File: src/rtl/icap_pkg.sv
package icap_pkg;

   localparam int CTRL_W = 8;

   // Control byte layout; field order is the bit order of the byte.
   typedef struct packed {
      logic       flt_en;     // bit 7: run-length filter on
      logic       edge_rise;  // bit 6: 1 = rising, 0 = falling
      logic       rsv;        // bit 5: reserved, reads 0
      logic [1:0] wave_hi;    // bits 4:3: mode bits (stored only)
      logic [2:0] clk_sel;    // bits 2:0: clock select (stored only)
   } icap_ctrl_t;

   localparam logic [CTRL_W-1:0] CTRL_WR_MASK = 8'hDF;

endpackage

File: src/rtl/icap_sync.sv
module icap_sync #(
   parameter int STAGES = 2
) (
   input  logic clk,
   input  logic rst_n,
   input  logic d,
   output logic q
);

   if (STAGES < 2) begin : g_bad_stages
      $error("icap_sync: STAGES must be at least 2");
   end

   logic [STAGES-1:0] chain;

   always_ff @(posedge clk or negedge rst_n) begin
      if (!rst_n) chain <= '0;
      else        chain <= {chain[STAGES-2:0], d};
   end

   assign q = chain[STAGES-1];

endmodule

File: src/rtl/icap_runfilt.sv
module icap_runfilt #(
   parameter int RUN_LEN = 4
) (
   input  logic clk,
   input  logic rst_n,
   input  logic din,
   output logic dout
);

   if (RUN_LEN < 2) begin : g_bad_len
      $error("icap_runfilt: RUN_LEN must be at least 2");
   end

   logic [RUN_LEN-1:0] hist;
   logic               held;

   always_ff @(posedge clk or negedge rst_n) begin
      if (!rst_n) begin
         hist <= '0;
         held <= 1'b0;
      end else begin
         hist <= {hist[RUN_LEN-2:0], din};
         held <= dout;
      end
   end

   // Output follows the history only when every stored sample agrees.
   always_comb begin
      if (&hist)       dout = 1'b1;
      else if (~|hist) dout = 1'b0;
      else             dout = held;
   end

endmodule

File: src/rtl/icap_edge_det.sv
module icap_edge_det (
   input  logic clk,
   input  logic rst_n,
   input  logic lvl,
   input  logic rise_sel,
   output logic evt
);

   logic lvl_d;

   always_ff @(posedge clk or negedge rst_n) begin
      if (!rst_n) lvl_d <= 1'b0;
      else        lvl_d <= lvl;
   end

   // The history register does not depend on polarity, so a polarity
   // change alone cannot produce an event.
   assign evt = rise_sel ? (lvl & ~lvl_d) : (~lvl & lvl_d);

endmodule

File: src/rtl/icap_ctrl_reg.sv
module icap_ctrl_reg
   import icap_pkg::*;
(
   input  logic              clk,
   input  logic              rst_n,
   input  logic              wr,
   input  logic [CTRL_W-1:0] wdata,
   output icap_ctrl_t        ctrl
);

   always_ff @(posedge clk or negedge rst_n) begin
      if (!rst_n)  ctrl <= '0;
      else if (wr) ctrl <= icap_ctrl_t'(wdata & CTRL_WR_MASK);
   end

endmodule

File: src/rtl/icap_unit.sv
module icap_unit
   import icap_pkg::*;
#(
   parameter int CNT_W       = 16,
   parameter int SYNC_STAGES = 2,
   parameter int RUN_LEN     = 4,
   parameter bit HAS_FILTER  = 1'b1
) (
   input  logic              clk,
   input  logic              rst_n,
   input  logic              pin_raw,
   input  logic [CNT_W-1:0]  cnt_val,
   input  logic              ctrl_wr,
   input  logic [CTRL_W-1:0] ctrl_wdata,
   input  logic              flag_clr,
   output logic [CNT_W-1:0]  cap_value,
   output logic              cap_flag,
   output logic [CTRL_W-1:0] ctrl_rdata
);

   if (CNT_W < 1) begin : g_bad_cnt
      $error("icap_unit: CNT_W must be positive");
   end

   icap_ctrl_t ctrl_q;
   logic       sync_lvl;
   logic       filt_lvl;
   logic       sel_lvl;
   logic       cap_evt;

   icap_ctrl_reg u_ctrl (
      .clk   (clk),
      .rst_n (rst_n),
      .wr    (ctrl_wr),
      .wdata (ctrl_wdata),
      .ctrl  (ctrl_q)
   );

   icap_sync #(.STAGES(SYNC_STAGES)) u_sync (
      .clk   (clk),
      .rst_n (rst_n),
      .d     (pin_raw),
      .q     (sync_lvl)
   );

   if (HAS_FILTER) begin : g_filter
      icap_runfilt #(.RUN_LEN(RUN_LEN)) u_filt (
         .clk   (clk),
         .rst_n (rst_n),
         .din   (sync_lvl),
         .dout  (filt_lvl)
      );
      assign sel_lvl = ctrl_q.flt_en ? filt_lvl : sync_lvl;
   end else begin : g_nofilter
      assign filt_lvl = sync_lvl;
      assign sel_lvl  = sync_lvl;
   end

   icap_edge_det u_edge (
      .clk      (clk),
      .rst_n    (rst_n),
      .lvl      (sel_lvl),
      .rise_sel (ctrl_q.edge_rise),
      .evt      (cap_evt)
   );

   always_ff @(posedge clk or negedge rst_n) begin
      if (!rst_n) begin
         cap_value <= '0;
         cap_flag  <= 1'b0;
      end else begin
         if (cap_evt) cap_value <= cnt_val;
         if (cap_evt)       cap_flag <= 1'b1;
         else if (flag_clr) cap_flag <= 1'b0;
      end
   end

   assign ctrl_rdata = ctrl_q;

endmodule

File: config.mk
export PLATFORM = sky130hd
export DESIGN_NAME = icap_unit
export DESIGN_NICKNAME = d
export VERILOG_FILES = /design/src/rtl/icap_pkg.sv /design/src/rtl/icap_sync.sv /design/src/rtl/icap_runfilt.sv /design/src/rtl/icap_edge_det.sv /design/src/rtl/icap_ctrl_reg.sv /design/src/rtl/icap_unit.sv
export SDC_FILE = /design/constraint.sdc
export NUM_CORES = 1
export LEC_CHECK = 0
export BUFFER_PORTS_ARGS = -buffer_cell sky130_fd_sc_hd__buf_2
export CORE_MARGIN = 1
export CORE_UTILIZATION = 45
export DETAILED_ROUTE_END_ITERATION = 8
export HOLD_SLACK_MARGIN = 0.02
export PLACE_DENSITY = 0.76
export SYNTH_ARGS = -nofsm -noshare
export SYNTH_HDL_FRONTEND = slang
export SYNTH_HIERARCHICAL = 1
export SYNTH_SLANG_ARGS = --single-unit
File: constraint.sdc
create_clock -name clk -period 2.9 [get_ports clk]
set_input_delay 0.145 -clock clk [delete_from_list [all_inputs] [get_ports clk]]
set_output_delay 0.145 -clock clk [all_outputs]
set_load 0.05 [all_outputs]
=== Yosys cells after proc, flatten, opt, wreduce, memory -nomap -nowiden ===
Index checks and enable logic that the tools add are counted.

* Register bits after elaboration: 32
* Input port bits: 29
* Output and inout port bits: 25

* Mux-type cells: 6
* Bitwise logic cells: 4
* Reductions and logical operators: 3

{| class="wikitable"
|+ Operators with widths
! kind !! count
|-
| $mux 1 || 6
|-
| $reduce_and 4->1 || 1
|-
| $reduce_or 4->1 || 1
|-
| $and 1x1->1 || 2
|-
| $not 1->1 || 2
|-
| $reduce_bool 2->1 || 1
|}

=== Logic depth before layout (Yosys ltp) ===
* Depth after elaboration: 8
* Gate-level depth with buffers: 8
* Depth with buffers taken out: 6

=== Cells and area by module ===
The synthesis kept the hierarchy.

{| class="wikitable"
|+ By module, submodules not included
! module !! times used !! cells an instance !! area each (µm²) !! sequential area each (µm²)
|-
| icap_unit || 1 || 38 || 694.4 || 425.4
|-
| icap_ctrl_reg || 1 || 17 || 302.8 || 175.2
|-
| icap_runfilt || 1 || 8 || 151.4 || 125.1
|-
| icap_sync || 1 || 2 || 50.0 || 50.0
|-
| icap_edge_det || 1 || 4 || 47.5 || 25.0
|}

=== Least setup slack after synthesis ===
Ideal clock, no wire load.

* Kind: reg2reg
* Start point: register g_filter.u_filt.hist[1]
* End point: register cap_value[10]
* Library setup time: 0.125 ns
* Data arrival time: 1.888 ns
* Slack: 0.887 ns
* Stages on the path, launching flop included: 9
* Cell sequence: dfrtp_1 o41ai_2 nand2_1 mux2_2 nand2b_1 o21ai_2 buf_6 buf_12 mux2_4

* Cells in the longest elaborated chain, start to end: 7
* Elaborated cells between the ends (all ways): 9

{| class="wikitable"
|+ Ends and longest elaborated chain
! element !! line !! RTL
|-
| start: declaration || icap_runfilt.sv:14 || <nowiki>logic [RUN_LEN-1:0] hist;</nowiki>
|-
| start signal: assignment || icap_runfilt.sv:22 || <nowiki>hist <= {hist[RUN_LEN-2:0], din};</nowiki>
|-
| $reduce_or 4->1 || icap_runfilt.sv:30 || <nowiki>else if (~|hist) dout = 1'b0;</nowiki>
|-
| $mux 1 || icap_runfilt.sv:30 ||
|-
| $mux 1 * || icap_runfilt.sv:29 || <nowiki>if (&hist) dout = 1'b1;</nowiki>
|-
| named net filt_lvl || icap_unit.sv:27 || <nowiki>logic filt_lvl;</nowiki>
|-
| $mux 1 * || icap_unit.sv:53 || <nowiki>assign sel_lvl = ctrl_q.flt_en ? filt_lvl : sync_lvl;</nowiki>
|-
| named net sel_lvl || icap_unit.sv:28 || <nowiki>logic sel_lvl;</nowiki>
|-
| $not 1->1 || icap_edge_det.sv:18 || <nowiki>assign evt = rise_sel ? (lvl & ~lvl_d) : (~lvl & lvl_d);</nowiki>
|-
| $and 1x1->1 || icap_edge_det.sv:18 ||
|-
| $mux 1 * || icap_edge_det.sv:18 ||
|-
| named net cap_evt || icap_unit.sv:29 || <nowiki>logic cap_evt;</nowiki>
|-
| end signal: assignment || icap_unit.sv:72 || <nowiki>if (cap_evt) cap_value <= cnt_val;</nowiki>
|-
| end: declaration || icap_unit.sv:16 || <nowiki>output logic [CNT_W-1:0] cap_value,</nowiki>
|}

The timed path passes the listed nets; every way through them passes the cells marked *.
A chain may end at the register's enable or synchronous reset.

=== Worst setup path in the final report ===
* Start point: register g_filter.u_filt.hist[1]
* End point: register cap_value[2]

The elaborated chain is that of the path after synthesis.

==> insert_results.sql <==
INSERT INTO impl_metrics (metric_group, metric, value, unit) VALUES
('synth', 'ys_top_cells_by_area', 'sky130_fd_sc_hd__dfrtp_1 (64%), sky130_fd_sc_hd__mux2_4 (19%), sky130_fd_sc_hd__mux2_2 (7.2%)', ''),
('worst_setup_path', 'required', '3.10', 'ns'),
('floorplanning', 'fp.coreArea', '2540', 'um^2'),
('global_routing', 'overall_global_routing_resource_usage', '14.8', '%'),
('worst_setup_path', 'worstReg2RegEnd', 'cap_value[2]$_DFFE_PN0P_', ''),
('pwr', 'p_per_area', '1020', 'nW/um^2'),
('synth', 'synth_sequential_area_ratio', '64.3', '%'),
('cts', 'path_clk_slew', '0.09', 'ns'),
('layout', 'final.fill_count', '206', ''),
('worst_setup_path', 'critical-path-max-stage-delay', '0.41', 'ns'),
('global_routing', 'use_met2', '20.7', '%'),
('timing', 'clock.fmax', '0.461', 'GHz'),
('synth', 'synthesis.area_per_instance', '18.1', 'um^2'),
('global_routing', 'grt_pass1_vias', '679', ''),
('layout', 'design.final.nets', '156', ''),
('pwr', 'p_leak', '0.000812', 'uW'),
('synth', 'syn-cell-area', '1250', 'um^2'),
('cts', 'cts.htree.levels', '2', ''),
('timing', 'postLayoutSetupSlackWorst', '0.732', 'ns'),
('cts', 'clock_latency_late_sink', '0.32', 'ns'),
('layout', 'area_growth', '27.2', '%'),
('drt', 'route.detailed.vias_per_inst', '4.83', ''),
('cts', 'cts_hold_buf', '2', ''),
('placement', 'dp.cells', '147', ''),
('worst_setup_path', 'crit_path_end_kind', 'flip-flop', ''),
('worst_setup_path', 'worst_r2r_startpoint', 'g_filter.u_filt/hist[1]$_DFF_PN0_', ''),
('worst_setup_path', 'crit_type', 'flip-flop to flip-flop', ''),
('timing', 'final-setup-viol-count', '0', ''),
('flow_run', 'max_cap_violations', '0', ''),
('timing', 'relSlewSlack', '54.7', '%'),
('global_routing', 'layer_carrying_the_most_global_route_usage', 'met2', ''),
('worst_setup_path', 'critical_path.startpoint', 'g_filter.u_filt/hist[1]$_DFF_PN0_', ''),
('timing', 'unrepaired_setup_endpoints_after_global_routing', 'no', ''),
('floorplanning', 'row_count', '18', ''),
('timing', 'final_max_slew_viol_count', '0', ''),
('timing', 'actual_transition_at_the_worst_max_transition_pin', '0.679', 'ns'),
('cts', 'post-cts-setup-buffer-count', '0', ''),
('status', 'outcome', 'completed', ''),
('global_routing', 'global_route_wire_length_before_repair', '2.89', 'mm'),
('floorplanning', 'io_count', '54', ''),
('cts', 'cts_resized', '0', ''),
('worst_setup_path', 'cp-endpoint', 'cap_value[2]$_DFFE_PN0P_', ''),
('timing', 'period_needed', '2.17', 'ns'),
('worst_setup_path', 'crit_path_top_delay_cell', 'sky130_fd_sc_hd__dfrtp_1', ''),
('synth', 'synth_common_cells', 'sky130_fd_sc_hd__dfrtp_1 (32), sky130_fd_sc_hd__mux2_4 (16), sky130_fd_sc_hd__mux2_2 (8)', ''),
('synth', 'synth_top_area_cell', 'sky130_fd_sc_hd__dfrtp_1', ''),
('placement', 'placement.io_buffers', '51', ''),
('worst_setup_path', 'worst_ep_arrival_time', '2.37', 'ns'),
('drt', 'drt.antenna.violating_nets', '0', ''),
('pwr', 'worst_ir_drop_vdd', '0.885', 'mV'),
('layout', 'final_standard_cell_count_with_taps_included_and_fillers_excluded', '158', ''),
('placement', 'gp_congestion', '0.640', ''),
('worst_setup_path', 'crit_fanout', '17', ''),
('synth', 'postSynthCellCount', '69', ''),
('worst_setup_path', 'timing.reg2reg.worst_path_depth', '7', ''),
('synth', 'synth.net_count', '98', ''),
('worst_setup_path', 'worst_setup_path_start_kind', 'flip-flop', ''),
('worst_setup_path', 'cp_cell_sequence', 'o41ai_2 > nand2_1 > mux2_2 > nand2b_1 > o21ai_2 > buf_4 > mux2_2', ''),
('timing', 'fin_setup_tns', '0', 'ns'),
('drt', 'routed-via-count', '763', ''),
('placement', 'detailedPlace.worstSlack', '0.710', 'ns'),
('global_routing', 'grt_util_met1', '17.8', '%'),
('worst_setup_path', 'critical_path_depth', '7', ''),
('worst_setup_path', 'ff2ff_setup_slack', '0.73', 'ns'),
('synth', 'synthMostInstantiatedCell', 'sky130_fd_sc_hd__dfrtp_1', ''),
('drt', 'wire_per_inst', '12.5', 'um'),
('layout', 'final_util', '62.3', '%'),
('synth', 'synth-warning-count', '6', ''),
('cts', 'cts_buffer_depth', '2', ''),
('cts', 'cts_root_buffer', 'sky130_fd_sc_hd__clkbuf_4', ''),
('worst_setup_path', 'worst_path_dominant_cell_family', 'multiplexers', '');
-- through the flow --
step | cell area (um^2) | total power, uW
2_1_floorplan | 1250 | 1220
3_3_place_gp | 1500 | 1360
3_5_place_dp | 1500 | 1380
4_1_cts | 1580 | 1640
5_1_grt | 1590 | 1710
6_report | 1590 | 1620
-- worst min-delay path by stage --
stage	start	to	slack, ns	cells after the start
floorplan	rst_n	cap_flag$_DFFE_PN0P_	-0.15	0
global placement	rst_n	cap_value[6]$_DFFE_PN0P_	0.20	1
CTS	ctrl_wdata[4]	u_ctrl/ctrl[4]$_DFFE_PN0P_	0.04	2
detailed placement	rst_n	cap_value[4]$_DFFE_PN0P_	0.23	1
finish	cnt_val[4]	cap_value[4]$_DFFE_PN0P_	0.05	2
global route	ctrl_wdata[7]	u_ctrl/ctrl[7]$_DFFE_PN0P_	0.02	2
-- cell type report --
class / count / area (um^2) / area share, %
multi-input combinational: 32 / 392 / 24.7
sequential: 32 / 801 / 50.5
timing repair buffer: 55 / 293 / 18.5
tap: 30 / 37.5 / 2.37
clock buffer: 8 / 58.8 / 3.71
inverter: 1 / 3.75 / 0.237
-- state kept, by name, summed over array words and instances (netlist names) --
name	cells
u_sync/chain	2
g_filter.u_filt/held	1
g_filter.u_filt/hist	4
u_edge/lvl_d	1
cap_flag	1
cap_value	16
u_ctrl/ctrl	7
-- routing by layer --
layer,share of wire [%],up-vias
met5,0,-
met4,1.4,0
met3,11,4
met2,44,47
met1,43,358
li1,-,354
-- cell usage in the layout, fill, tap and decap left out, types with 2 or more instances in the layout --
cell type,count
sky130_fd_sc_hd__clkbuf_1,2
sky130_fd_sc_hd__buf_2,51
sky130_fd_sc_hd__dlygate4sd3_1,3
sky130_fd_sc_hd__mux2_4,16
sky130_fd_sc_hd__dfrtp_1,32
sky130_fd_sc_hd__clkbuf_4,5
sky130_fd_sc_hd__mux2_2,8
-- cells by family (layout without fill, tap and decap cells) --
| family | Yosys count | in the layout | synth area share, % |
|---|---|---|---|
| muxes | 24 | 24 | 26.5 |
| other | 1 | 1 | 0.301 |
| DFF | 32 | 32 | 64.3 |
| AOI/OAI and AO/OA | 3 | 3 | 2.71 |
| and+or+nand+nor | 4 | 4 | 1.91 |
| buffers and inverters | 5 | 64 | 4.32 |
-- where the power goes --
part / switching (uW) / internal [uW] / total (uW)
clock: 135 / 120 / 255
sequential: 58.5 / 564 / 623
combinational: 509 / 231 / 740
(Power assumes the default switching activity.)
